===== config.mk =====
export PLATFORM = sky130hd
export DESIGN_NAME = vr_fault_supervisor
export DESIGN_NICKNAME = d
export VERILOG_FILES = /design/src/rtl/vrfs_pkg.sv /design/src/rtl/vrfs_uv_mon.sv /design/src/rtl/vrfs_ov_prot.sv /design/src/rtl/vrfs_pg_timer.sv /design/src/rtl/vr_fault_supervisor.sv
export SDC_FILE = /design/constraint.sdc
export NUM_CORES = 1
export LEC_CHECK = 0
export BUFFER_PORTS_ARGS = -buffer_cell sky130_fd_sc_hd__clkbuf_2
export CORE_MARGIN = 1
export CORE_UTILIZATION = 35
export DETAILED_ROUTE_END_ITERATION = 16
export HOLD_SLACK_MARGIN = 0.06
export SLEW_MARGIN = 40
export SYNTH_ARGS = -nofsm -noshare
export SYNTH_HDL_FRONTEND = slang
export SYNTH_SLANG_ARGS = --single-unit

===== constraint.sdc =====
create_clock -name clk -period 2.67 [get_ports clk]
set_input_delay 0.1335 -clock clk [delete_from_list [all_inputs] [get_ports clk]]
set_output_delay 0.1335 -clock clk [all_outputs]
set_load 0.05 [all_outputs]

===== src/rtl/vrfs_pkg.sv =====
package vrfs_pkg;

  typedef enum logic [1:0] {
    PWM_RUN = 2'b00,
    PWM_LOW = 2'b01,
    PWM_HIZ = 2'b10
  } pwm_mode_e;

  typedef enum logic [1:0] {
    ST_RUN    = 2'b00,
    ST_OV_LOW = 2'b01,
    ST_OV_HIZ = 2'b10,
    ST_OC_HIZ = 2'b11
  } prot_st_e;

endpackage


===== src/rtl/vrfs_uv_mon.sv =====
module vrfs_uv_mon #(
  parameter int VW = 12
) (
  input  logic          clk,
  input  logic          rst_n,
  input  logic          enabled,
  input  logic [VW-1:0] vsen_mv,
  input  logic [VW-1:0] setpt_mv,
  output logic          uv_flag
);
  localparam int XW = VW + 3;

  logic [XW-1:0] vsen_x2;
  logic [XW-1:0] vsen_x5;
  logic [XW-1:0] setpt_x1;
  logic [XW-1:0] setpt_x3;
  logic          below_trip;
  logic          above_clear;
  logic          uv_q;
  logic          uv_d;
  logic          uv_en;

  always_comb begin
    vsen_x2     = XW'(vsen_mv) << 1;
    vsen_x5     = (XW'(vsen_mv) << 2) + XW'(vsen_mv);
    setpt_x1    = XW'(setpt_mv);
    setpt_x3    = (XW'(setpt_mv) << 1) + XW'(setpt_mv);
    below_trip  = vsen_x2 < setpt_x1;
    above_clear = vsen_x5 >= setpt_x3;
  end

  always_comb begin
    uv_d = uv_q;
    if (!enabled) begin
      uv_d = 1'b0;
    end else if (below_trip) begin
      uv_d = 1'b1;
    end else if (above_clear) begin
      uv_d = 1'b0;
    end
    uv_en = (uv_d != uv_q);
  end

  always_ff @(posedge clk or negedge rst_n) begin
    if (!rst_n) begin
      uv_q <= 1'b0;
    end else if (uv_en) begin
      uv_q <= uv_d;
    end
  end

  assign uv_flag = uv_q;

endmodule


===== src/rtl/vrfs_ov_prot.sv =====
module vrfs_ov_prot
  import vrfs_pkg::*;
#(
  parameter int VW      = 12,
  parameter int OV_FIX  = 1275,
  parameter int OV_OFS  = 175,
  parameter int REL_OFS = 75
) (
  input  logic          clk,
  input  logic          rst_n,
  input  logic          por_ok,
  input  logic          rearm,
  input  logic          enabled,
  input  logic          oc_hit,
  input  logic [VW-1:0] vdiff_mv,
  input  logic [VW-1:0] setpt_mv,
  output logic          ov_hit,
  output prot_st_e      prot_st
);
  localparam int XW      = VW + 2;
  localparam int REL_FIX = OV_FIX - (OV_OFS - REL_OFS);

  logic [XW-1:0] trip_lvl;
  logic [XW-1:0] rel_lvl;
  logic [XW-1:0] vdiff_x;
  logic          below_rel;
  logic          seen_q;
  logic          seen_d;
  logic          seen_en;
  prot_st_e      st_q;
  prot_st_e      st_d;
  logic          st_en;

  always_comb begin
    vdiff_x = XW'(vdiff_mv);
    if (seen_q) begin
      trip_lvl = XW'(setpt_mv) + XW'(OV_OFS);
      rel_lvl  = XW'(setpt_mv) + XW'(REL_OFS);
    end else begin
      trip_lvl = XW'(OV_FIX);
      rel_lvl  = XW'(REL_FIX);
    end
    ov_hit    = por_ok && (vdiff_x > trip_lvl);
    below_rel = vdiff_x < rel_lvl;
  end

  always_comb begin
    seen_d = seen_q;
    if (!por_ok || rearm) begin
      seen_d = 1'b0;
    end else if (enabled) begin
      seen_d = 1'b1;
    end
    seen_en = (seen_d != seen_q);
  end

  always_comb begin
    st_d = st_q;
    if (!por_ok) begin
      st_d = ST_RUN;
    end else if (ov_hit) begin
      st_d = ST_OV_LOW;
    end else if (rearm) begin
      st_d = ST_RUN;
    end else begin
      case (st_q)
        ST_RUN: begin
          if (enabled && oc_hit) begin
            st_d = ST_OC_HIZ;
          end
        end
        ST_OV_LOW: begin
          if (below_rel) begin
            st_d = ST_OV_HIZ;
          end
        end
        default: begin
          st_d = st_q;
        end
      endcase
    end
    st_en = (st_d != st_q);
  end

  always_ff @(posedge clk or negedge rst_n) begin
    if (!rst_n) begin
      seen_q <= 1'b0;
    end else if (seen_en) begin
      seen_q <= seen_d;
    end
  end

  always_ff @(posedge clk or negedge rst_n) begin
    if (!rst_n) begin
      st_q <= ST_RUN;
    end else if (st_en) begin
      st_q <= st_d;
    end
  end

  assign prot_st = st_q;

endmodule


===== src/rtl/vrfs_pg_timer.sv =====
module vrfs_pg_timer #(
  parameter int PG_DELAY = 1000
) (
  input  logic clk,
  input  logic rst_n,
  input  logic qual,
  output logic pg
);
  localparam int CW = $clog2(PG_DELAY + 1);
  localparam logic [CW-1:0] CNT_TOP = CW'(PG_DELAY);

  logic [CW-1:0] cnt_q;
  logic [CW-1:0] cnt_d;
  logic          cnt_en;
  logic          at_top;

  always_comb begin
    at_top = (cnt_q == CNT_TOP);
    cnt_d  = cnt_q;
    if (!qual) begin
      cnt_d = '0;
    end else if (!at_top) begin
      cnt_d = cnt_q + 1'b1;
    end
    cnt_en = (cnt_d != cnt_q);
  end

  always_ff @(posedge clk or negedge rst_n) begin
    if (!rst_n) begin
      cnt_q <= '0;
    end else if (cnt_en) begin
      cnt_q <= cnt_d;
    end
  end

  assign pg = qual && at_top;

endmodule


===== src/rtl/vr_fault_supervisor.sv =====
module vr_fault_supervisor
  import vrfs_pkg::*;
#(
  parameter int              VW       = 12,
  parameter int              CODE_W   = 8,
  parameter int              NPH      = 4,
  parameter int              PG_DELAY = 1000,
  parameter logic [CODE_W-1:0] OFF_CODE = '1,
  parameter int              OV_FIX   = 1275,
  parameter int              OV_OFS   = 175,
  parameter int              REL_OFS  = 75
) (
  input  logic              clk,
  input  logic              rst_n,
  input  logic [VW-1:0]     vsen_mv,
  input  logic [VW-1:0]     vdiff_mv,
  input  logic [VW-1:0]     setpt_mv,
  input  logic [CODE_W-1:0] setpt_code,
  input  logic [VW-1:0]     iavg,
  input  logic [VW-1:0]     ilim,
  input  logic              en_pwr,
  input  logic              en_vtt,
  input  logic              por_ok,
  input  logic              ss_done,
  output logic              pgood,
  output logic [2*NPH-1:0]  pwm_mode
);
  logic      code_valid;
  logic      enabled;
  logic      rearm;
  logic      oc_hit;
  logic      uv_flag;
  logic      ov_hit;
  logic      qual;
  prot_st_e  prot_st;
  pwm_mode_e mode_all;

  always_comb begin
    code_valid = (setpt_code != OFF_CODE);
    rearm      = !en_pwr || !en_vtt;
    enabled    = en_pwr && en_vtt && por_ok && code_valid;
    oc_hit     = iavg > ilim;
  end

  vrfs_uv_mon #(
    .VW(VW)
  ) u_uv (
    .clk      (clk),
    .rst_n    (rst_n),
    .enabled  (enabled),
    .vsen_mv  (vsen_mv),
    .setpt_mv (setpt_mv),
    .uv_flag  (uv_flag)
  );

  vrfs_ov_prot #(
    .VW      (VW),
    .OV_FIX  (OV_FIX),
    .OV_OFS  (OV_OFS),
    .REL_OFS (REL_OFS)
  ) u_prot (
    .clk      (clk),
    .rst_n    (rst_n),
    .por_ok   (por_ok),
    .rearm    (rearm),
    .enabled  (enabled),
    .oc_hit   (oc_hit),
    .vdiff_mv (vdiff_mv),
    .setpt_mv (setpt_mv),
    .ov_hit   (ov_hit),
    .prot_st  (prot_st)
  );

  always_comb begin
    qual = enabled && ss_done && (prot_st == ST_RUN) &&
           !uv_flag && !ov_hit && !oc_hit;
  end

  vrfs_pg_timer #(
    .PG_DELAY(PG_DELAY)
  ) u_pg (
    .clk   (clk),
    .rst_n (rst_n),
    .qual  (qual),
    .pg    (pgood)
  );

  always_comb begin
    if (ov_hit || (prot_st == ST_OV_LOW)) begin
      mode_all = PWM_LOW;
    end else if ((prot_st == ST_RUN) && enabled) begin
      mode_all = PWM_RUN;
    end else begin
      mode_all = PWM_HIZ;
    end
  end

  for (genvar ph = 0; ph < NPH; ph++) begin : g_phase
    assign pwm_mode[2*ph +: 2] = mode_all;
  end

endmodule


==> qor.csv <==
stage,metric,value,unit
global_route,grt_pass1_vias,4001,
sta,setup_repair_after_global_routing_missed_its_margin,true,
setup_path,cp.buffers_inverters,4,
place,number_of_port_buffers,82,
cells_and_area,layoutNonFillerInstCount,800,
power,swShare,0.409,
power,switching_power,0.580,mW
clock_tree,cts_buffers,3,
global_route,top_usage_layer,met2,
setup_path,crit_path_cell_trace,buf_8 -> clkinvlp_4 -> ha_4 -> nor2b_4 -> a311o_1 -> a21o_1 -> a21oi_2 -> xnor2_1 -> nand2_1 -> ha_1 -> and4_1 -> nand3_2 -> a21o_1 -> a221oi_4 -> buf_4 -> a21o_4 -> clkbuf_16,
yosys,ys_types,54,
hold_path,hold_class,in -> reg,
setup_path,worst_ep_required_time,2.54,ns
setup_path,cp-end-kind,primary output,
sta,slew-limit-headroom,0.633,
hold_path,min_to,u_prot.prot_st[1],
power,total_leakage_power,2.80,nW
detailed_routing,wl_per_cell,13.3,microns
setup_path,reg2reg_to,u_pg.cnt_q[7],
clock_tree,clock_tree.htree_level_count,1,
global_route,grt_util_all_layers,0.191,
power,comb_power_share,0.694,
yosys,sequential_share_of_the_synthesized_area,0.0930,
power,power.share.sequential,0.156,
cells_and_area,layout-drive-gt1-share,0.361,
outcome,run_status,"complete, but fails checks",
detailed_routing,drc_errors,0,
yosys,yosys_warnings,0,
sta,setup_violations,22,
yosys,synth-edff-count,0,
yosys,synth_largest_type_area_fraction,0.325,
power,clock_power_share,0.150,
hold_path,timing.hold.worst.start,en_vtt,
cells_and_area,num-nets-final,839,
sta,hold_violations,0,
yosys,ys_async_sr_fraction,1.00,
setup_path,worst_r2r_startpoint,u_prot.seen_q,
detailed_routing,vias,4009,
floorplanning,start_util,0.363,
setup_path,crit_path_top_delay_cell,a221oi_4,
sta,sum_of_negative_setup_slack,-8.62,ns
setup_path,critical-path-top-delay-family,compound AO/OA/AOI/OAI gates,
detailed_routing,detail_route.wirelength,10600,microns
floorplanning,floorplan.io_pins,83,
cells_and_area,synthToLayoutAreaGrowth,46.0,%
place,dp_cells,786,
global_route,largest_net_degree_at_the_start_of_global_routing,15,
floorplanning,coreArea,0.0104,sq mm
yosys,synth_flop_cell,dfrtp_1,
sta,fin_ws,-0.504,ns
power,power_density,258,mW/mm^2
place,pre_cts_slack,-0.790,ns
cells_and_area,antenna_cells,0,
clock_tree,clock-root-buffer,clkbuf_8,
setup_path,cp-start-kind,input port,
outcome,violated_checks,setup timing,
sta,final_max_slew_viol_count,0,
setup_path,reg2reg_depth,11,
setup_path,timing_worst_setup_path_type,in -> out,
setup_path,critical_path.max_fanout,5,
detailed_routing,postRouteAntennaNets,0,
global_route,grt_antenna_before_repair,0,
run,maxCapViolations,0,
yosys,synth.area.top_cells,"ha_1 33%, dfrtp_1 9.3%, xnor2_1 7.0%, a21oi_1 4.5%, inv_1 4.5%",
floorplanning,placementRows,37,
global_route,use_met3,0.0124,
yosys,synth_fp_nets,655,
floorplanning,die_area,0.0112,sq mm
yosys,synth_most_common_cell,ha_1,
global_route,grt_use_met1,0.251,
clock_tree,clock_tree.buffer_depth,2,
power,vdd_drop_max,153,uV
clock_tree,tritoncts_num_sinks,14,
detailed_routing,1st_iter_drt_viols,125,
global_route,met2_usage,0.344,
setup_path,r2r_setup_slack,-0.21,ns
global_route,global_route.overflow_total,0,
power,internal-power,0.839,mW
yosys,netlist.top_cell.by_area,ha_1,
yosys,avgSynthCellArea,7.83,sq um
floorplanning,fp.dieW,106,microns
detailed_routing,via_per_inst,5.01,
detailed_routing,first_pass_iters,4,
place,gp_congestion,0.905,
clock_tree,clk_latency,0.25,ns
setup_path,critical_path_arrival,3.04,ns
clock_tree,cts_tree,yes,
sta,fmaxAchievable,0.315,GHz
yosys,post_synthesis_instance_total,481,
sta,finalHoldWorstSlack,0.234,ns
global_route,grt_pass1_wl,17700,microns
sta,fin_crit,3.17,ns
sta,tightestPinTransition,0.545,ns
yosys,synth_seq_cells,14,
floorplanning,dieHeight,106,microns
sta,min_period_over_period,1.19,
place,post-dp-hpwl,8910,microns
yosys,synth.top_cells.by_count,"98 x ha_1, 45 x inv_1, 42 x nor2_1",
yosys,mapped_area,0.00377,sq mm
setup_path,critical_path.most_common_cell,a21o_1,
clock_tree,path_clk_slew,0.06,ns
setup_path,slowest_delay,0.36,ns
hold_path,min_path_cells,3,
power,power.total,1.42,mW
sta,fin_skew,0.00513,ns
placed cells by master, fill, tap and decap left out, types with 4 or more instances in the layout:
cell        n
clkbuf_2   72
o21a_1      7
nor3_1      8
ha_1       91
and2_1      9
a21oi_1    27
clkbuf_8    8
o21ai_1     6
ha_2        4
a21oi_2     8
o21ai_0    15
nor2_1     37
o211ai_1    4
xnor2_1    30
a21o_1     14
nand2_1    29
dfrtp_1    14
o21bai_1    7
xor2_1     11
inv_1      42
and3_1      4
buf_4     107
nand3_1     8
nor2b_1     9
nand4_1    12
sequential cells by signal (all words and copies together), names as in the netlist:
| register | cells |
|---|---|
| u_prot.prot_st | 2 |
| u_prot.seen_q | 1 |
| u_uv.uv_flag | 1 |
| u_pg.cnt_q | 10 |
worst min-delay path: stages:
cell,delay [ns]
clkbuf_2,0.08
nand3_1,0.16
nor3_1,0.07
logic make-up (layout without fill, tap and decap cells):
logic type,after synthesis,count (layout),synth area share
mux,2,2,0.00531
buf+inv,58,241,0.0651
compound gates,122,122,0.215
simple gates,144,144,0.190
xor+xnor,41,41,0.0953
flops,14,14,0.0930
fa+ha+maj,100,100,0.336
stage by stage:
stage | utilization | area, sq um
detailed placement | 0.491 | 5090
finish | 0.531 | 5500
global route | 0.531 | 5500
global placement | 0.491 | 5090
CTS | 0.521 | 5400
floorplan | - | 3820
worst max path at each step:
stage / start / endpoint / slack [ns] / cells past startpoint
6_report: setpt_mv[3] / pwm_mode[2] / -0.50 / 17
5_1_grt: setpt_mv[3] / pwm_mode[2] / -0.66 / 17
4_1_cts: setpt_mv[3] / pwm_mode[0] / -0.50 / 17
3_5_place_dp: setpt_mv[1] / u_pg.cnt_q[7] / -0.79 / 20
3_3_place_gp: setpt_mv[3] / u_pg.cnt_q[7] / -0.71 / 18
2_1_floorplan: setpt_mv[3] / u_pg.cnt_q[7] / -0.48 / 17
what timing repair did:
item,in CTS,in global routing
buffers inserted,6,4
pin swaps,6,12
resized for setup,40,29
hold buffers,1,0
hold endpoints to repair,14,0
endpoints found under the setup margin,22,22
power groups by stage:
stage / clock network (mW) / logic [mW] / registers (mW)
2_1_floorplan: 0 / 0.557 / 0.222
3_3_place_gp: 0 / 0.880 / 0.225
3_5_place_dp: 0 / 0.899 / 0.225
4_1_cts: 0.216 / 0.973 / 0.221
5_1_grt: 0.226 / 1.10 / 0.222
6_report: 0.213 / 0.985 / 0.222
per-layer routing:
metal  wire length [microns]  share of wire
met5                       0              0
met4                     144          0.014
met3                     432          0.041
met2                    5020           0.47
met1                    5000           0.47
layout make-up:
class                   instances  area (sq um)
fillers                       965          4870
flip-flops and latches         14           350
repair buffers                192          1370
multi-input cells             409          3390
well taps                     136           170
clock buffers                   4          55.1
inverters                      45           173
Power figures use the tool's default switching activity.
